==> src/rtl/sbcd_pkg.sv <==
// Shared widths and types for the signed adder with decimal output.
// Assumes 4-bit operands, which keeps the tens digit to a single bit.
package sbcd_pkg;
    localparam int OP_W    = 4;
    localparam int SUM_W   = OP_W + 1;
    localparam int DIGIT_W = 4;
    localparam int SEG_W   = 7;

    // One BCD reading of a magnitude; the weight-1 ones bit is carried separately
    typedef struct packed {
        logic       tens;
        logic [2:0] ones_hi;
    } bcd_side_t;
endpackage

==> src/rtl/sbcd_sum.sv <==
// Five-bit signed sum of two sign-extended operands.
// Assumes OPW-bit two's complement inputs; the adder's carry-out is never used.
module sbcd_sum #(
    parameter int OPW  = 4,
    localparam int SW  = OPW + 1
) (
    input  logic [OPW-1:0] a_i,
    input  logic [OPW-1:0] b_i,
    output logic [SW-1:0]  sum_o
);
    logic [SW-1:0] a_ext;
    logic [SW-1:0] b_ext;

    // Widen both operands by copying their sign bit, then add at full width
    always_comb begin
        a_ext = {a_i[OPW-1], a_i};
        b_ext = {b_i[OPW-1], b_i};
        sum_o = a_ext + b_ext;
    end

    // Sign of the sum must follow the operands when both share a sign
    always_comb begin
        if (a_i[OPW-1] && b_i[OPW-1])
            a_r2_negneg: assert (sum_o[SW-1]) else $error("R2: two negatives gave non-negative sum");
        if (!a_i[OPW-1] && !b_i[OPW-1])
            a_r3_pospos: assert (!sum_o[SW-1]) else $error("R3: two non-negatives gave negative sum");
    end
endmodule

==> src/rtl/sbcd_half.sv <==
// One BCD reading of the lower sum bits: non-negative view or negative view.
// NEG_SIDE=0 uses the bits as the magnitude; NEG_SIDE=1 uses 2**OPW minus the bits.
// Assumes OPW=4, so magnitudes stay within 0..16 and the tens digit is one bit.
module sbcd_half
    import sbcd_pkg::*;
#(
    parameter int OPW      = 4,
    parameter bit NEG_SIDE = 1'b0,
    localparam int MW      = OPW + 1
) (
    input  logic [OPW-1:0] low_i,
    output bcd_side_t      bcd_o
);
    logic [MW-1:0]  mag;
    logic [OPW-1:0] half_mag;
    logic [OPW-1:0] half_ones;
    logic           ge_ten;

    // Form the magnitude for the chosen view
    generate
        if (NEG_SIDE) begin : g_neg
            always_comb mag = MW'(1 << OPW) - {1'b0, low_i};
        end else begin : g_pos
            always_comb mag = {1'b0, low_i};
        end
    endgenerate

    // Work on magnitude/2: ten becomes five and the weight-1 bit drops out
    always_comb begin
        half_mag  = mag[MW-1:1];
        ge_ten    = (half_mag >= OPW'(5));
        half_ones = ge_ten ? (half_mag - OPW'(5)) : half_mag;
        bcd_o.tens    = ge_ten;
        bcd_o.ones_hi = half_ones[2:0];
    end

    // Halved ones digit must fit in three bits, and parity must survive the view
    always_comb begin
        a_r4_ones_fit: assert (half_ones[OPW-1:3] == '0) else $error("R4: ones digit above 9");
        a_r5_parity: assert (mag[0] == low_i[0]) else $error("R5: magnitude parity differs from sum");
    end
endmodule

==> src/rtl/sbcd_seg.sv <==
// BCD digit to active-high seven-segment pattern, bit 0 = segment a.
// Assumes a BCD digit; codes 10..15 give a blank pattern.
module sbcd_seg
    import sbcd_pkg::*;
(
    input  logic [DIGIT_W-1:0] digit_i,
    output logic [SEG_W-1:0]   seg_o
);
    // Look up the lit segments for each decimal digit
    always_comb begin
        case (digit_i)
            4'd0:    seg_o = 7'h3F;
            4'd1:    seg_o = 7'h06;
            4'd2:    seg_o = 7'h5B;
            4'd3:    seg_o = 7'h4F;
            4'd4:    seg_o = 7'h66;
            4'd5:    seg_o = 7'h6D;
            4'd6:    seg_o = 7'h7D;
            4'd7:    seg_o = 7'h07;
            4'd8:    seg_o = 7'h7F;
            4'd9:    seg_o = 7'h6F;
            default: seg_o = 7'h00;
        endcase
    end

    // Every valid digit lights at least two segments
    always_comb begin
        if (digit_i <= DIGIT_W'(9))
            a_r8_lit: assert ($countones(seg_o) >= 2) else $error("R8: valid digit left nearly dark");
    end
endmodule

==> src/rtl/sbcd_adder.sv <==
// Top: signed 4-bit adder with sign flag, two BCD digits and segment patterns.
// Builds a non-negative and a negative BCD reading of the low sum bits and
// picks one on the sum's sign bit. Purely combinational; no clock or reset.
module sbcd_adder
    import sbcd_pkg::*;
(
    input  logic [3:0] op_a,
    input  logic [3:0] op_b,
    output logic       neg_o,
    output logic       tens_o,
    output logic [3:0] ones_o,
    output logic [6:0] seg_tens_o,
    output logic [6:0] seg_ones_o
);
    logic [SUM_W-1:0] sum;
    bcd_side_t        pos_bcd;
    bcd_side_t        neg_bcd;
    bcd_side_t        pick;

    sbcd_sum #(.OPW(OP_W)) u_sum (
        .a_i   (op_a),
        .b_i   (op_b),
        .sum_o (sum)
    );

    sbcd_half #(.OPW(OP_W), .NEG_SIDE(1'b0)) u_pos (
        .low_i (sum[OP_W-1:0]),
        .bcd_o (pos_bcd)
    );

    sbcd_half #(.OPW(OP_W), .NEG_SIDE(1'b1)) u_neg (
        .low_i (sum[OP_W-1:0]),
        .bcd_o (neg_bcd)
    );

    // Choose the reading on the sign bit and attach the weight-1 bit
    always_comb begin
        pick   = sum[SUM_W-1] ? neg_bcd : pos_bcd;
        neg_o  = sum[SUM_W-1];
        tens_o = pick.tens;
        ones_o = {pick.ones_hi, sum[0]};
    end

    sbcd_seg u_seg_tens (
        .digit_i ({3'b000, tens_o}),
        .seg_o   (seg_tens_o)
    );

    sbcd_seg u_seg_ones (
        .digit_i (ones_o),
        .seg_o   (seg_ones_o)
    );

    // Range of the displayed result: no negative zero, positive side tops out at 14
    always_comb begin
        if (neg_o)
            a_r7_no_neg_zero: assert (tens_o || (ones_o != 4'd0)) else $error("R7: negative zero shown");
        if (!neg_o)
            a_r10_pos_max: assert (!(tens_o && (ones_o > 4'd4))) else $error("R10: positive result above 14");
        a_r4_bcd_digit: assert (ones_o <= 4'd9) else $error("R4: ones digit not BCD");
    end
endmodule

==> config.mk <==
export PLATFORM = sky130hd
export DESIGN_NAME = sbcd_adder
export DESIGN_NICKNAME = d
export VERILOG_FILES = /design/src/rtl/sbcd_pkg.sv /design/src/rtl/sbcd_sum.sv /design/src/rtl/sbcd_half.sv /design/src/rtl/sbcd_seg.sv /design/src/rtl/sbcd_adder.sv
export SDC_FILE = /design/constraint.sdc
export NUM_CORES = 1
export LEC_CHECK = 0
export BUFFER_PORTS_ARGS = -buffer_cell sky130_fd_sc_hd__buf_2
export CORE_MARGIN = 4
export CORE_UTILIZATION = 40
export DETAILED_ROUTE_END_ITERATION = 8
export PLACE_DENSITY = 0.73
export SETUP_SLACK_MARGIN = 0.5
export SKIP_LAST_GASP = 1
export SLEW_MARGIN = 20
export SYNTH_ARGS = -nofsm -noshare
export SYNTH_HDL_FRONTEND = slang
export SYNTH_SLANG_ARGS = --single-unit
==> constraint.sdc <==
create_clock -name vclk -period 5.9
set_clock_uncertainty 0.05 [all_clocks]
set_input_delay 0.885 -clock vclk [all_inputs]
set_output_delay 0.885 -clock vclk [all_outputs]
set_load 0.005 [all_outputs]
==> results.sh <==
export IMPL_drt_iter0_drc=11
export IMPL_path_cells="buf_2 > ha_1 > fa_1 > xor2_1 > inv_2 > ha_1 > nor2b_1 > xnor2_1 > xnor2_2 > a211oi_1 > nor3_4 > inv_4 > o21a_4 > a211oi_1 > buf_2"
export IMPL_start_kind="input port"
export IMPL_nClkBuffers=0
export IMPL_finalHoldViolCount=0
export IMPL_drtPass1Iterations=4
export IMPL_pin_count=28
export IMPL_io_buffers=25
export IMPL_drive_above_1_share_pct=33.64
export IMPL_fin_nets=130
export IMPL_status="completed"
export IMPL_grt_setup_unrepaired="no"
export IMPL_initial_core_util_pct=41.96
export IMPL_cellLeakagePower_uw=0.0004298
export IMPL_avgViaCountPerCell=5.091
export IMPL_wl_um=1476
export IMPL_grt_antenna_before_repair=0
export IMPL_die_y_um=50.56
export IMPL_antenna_left=0
export IMPL_netlist_instances=89
export IMPL_crit_slowest_cell="fa_1"
export IMPL_syn_area_per_cell_um2=8.140
export IMPL_drv_cap=0
export IMPL_register_area_um2=0
export IMPL_syn_to_final_growth_pct=15.54
export IMPL_fin_crit_ns=4.959
export IMPL_track_usage_pct=11.95
export IMPL_dp_hpwl_um=1259
export IMPL_ys_warnings_count=0
export IMPL_dpl_cell_area_um2=829.5
export IMPL_setup_tns_ns=0
export IMPL_grt_pass1_wl_um=2587
export IMPL_syn_area_um2=724.4
export IMPL_critical_path_class="input port to primary output"
export IMPL_holdWs_ns=2.136
export IMPL_slowest_delay_ns=0.40
export IMPL_drc=0
export IMPL_grt_pass1_vias=598
export IMPL_place_inst=132
export IMPL_hold_path_class="input port to primary output"
export IMPL_ys_types=41
export IMPL_seq_cells=0
export IMPL_gp_congestion=0.8470
export IMPL_num_rows=15
export IMPL_critPathCaptureType="primary output"
export IMPL_power_density_nw_per_um2=282.7
export IMPL_vias=672
export IMPL_grt_max_degree=11
export IMPL_dieArea_um2=2556
export IMPL_coreArea_um2=1727
export IMPL_fill_cells=183
export IMPL_ys_seq_area_share_pct=0
export IMPL_worstPathMaxFanout=7
export IMPL_antenna_cells=0
export IMPL_vdd_drop_max_mv=0.1056
export IMPL_design_area_um2=837.1
export IMPL_required_ns=4.97
export IMPL_final_cell_mix="buf_2 (25), ha_1 (12), nor2_1 (9)"
export IMPL_critical_path_arrival_ns=4.02
export IMPL_fmax_ghz=0.2017
export IMPL_setup_violations=0
export IMPL_die_x_um=50.56
export IMPL_gr_total_overflow=0
export IMPL_final_common_cell="buf_2"
export IMPL_period_share_pct=84.05
export IMPL_slew_viol_final=0
export IMPL_instances_no_fill=132
export IMPL_wl_per_cell_um=11.18
-- routing by layer --
layer	up-vias	track usage (%)	share of wire, %
met5	-	0	0
met4	0	0	0
met3	0	0	3.3
met2	11	20.22	48
met1	308	17.97	49
li1	353	-	-
-- metrics by stage --
step | utilization [%] | total power [µW] | setup slack (ns)
floorplan | - | 175.3 | 1.333
global placement | 48.04 | 232.2 | 0.8849
detailed placement | 48.04 | 235.0 | 0.8019
CTS | 48.04 | 236.7 | 0.7856
global route | 48.48 | 266.7 | 0.5861
finish | 48.48 | 236.7 | 0.9410
-- layout make-up --
type                            instances  area (µm²)  share of cell area, %
Timing Repair Buffer                   25       125.1                  14.95
Inverter                                9       36.28                  4.335
Tap cell                               25       31.28                  3.737
Multi-Input combinational cell         73       644.4                  76.98
-- Yosys cell counts, types with 3 or more instances --
library cell	number	area [µm²]
nor2_1	9	33.78
nand2_1	3	11.26
ha_1	12	150.1
xnor2_1	3	26.28
nand3_1	3	15.01
buf_4	6	45.04
inv_1	7	26.28
a211oi_1	4	30.03
a21oi_1	4	20.02
-- path summary, 6_finish.rpt --
path	startpoint	endpoint	slack [ns]	depth (start not counted)
hold / removal	op_b[0]	ones_o[0]	2.14	3
setup / recovery	op_a[0]	seg_ones_o[0]	0.94	15
-- critical path: cells and delay by family --
kind                       cells  cell delay, ns
AOI/OAI and AO/OA              3            0.61
xor gates and xnor gates       3            0.75
adders and majority gates      3            0.81
buffers and inverters          4            0.45
and+or+nand+nor                2            0.51
-- cells by family after synthesis --
group                      synth area share (%)
AOI/OAI and AO/OA                         31.26
and+or+nand+nor                           20.90
buffers and inverters                     12.61
adders and majority gates                 23.49
xor gates and xnor gates                  4.837
muxes                                     5.872
other                                     1.037
-- power by group --
group / switching, µW / internal [µW] / total (µW) / leakage [µW]
Combinational: 128 / 108 / 237 / 0.000430
Clock: 0 / 0 / 0 / 0
Sequential: 0 / 0 / 0 / 0
-- repair_timing --
action | CTS | global route
endpoints found under the setup margin | 0 | 1
hold buffers | 0 | 0
buffers inserted | 0 | 0
gates resized for setup | 0 | 1
No activity file was read; power rests on OpenSTA's default activity.
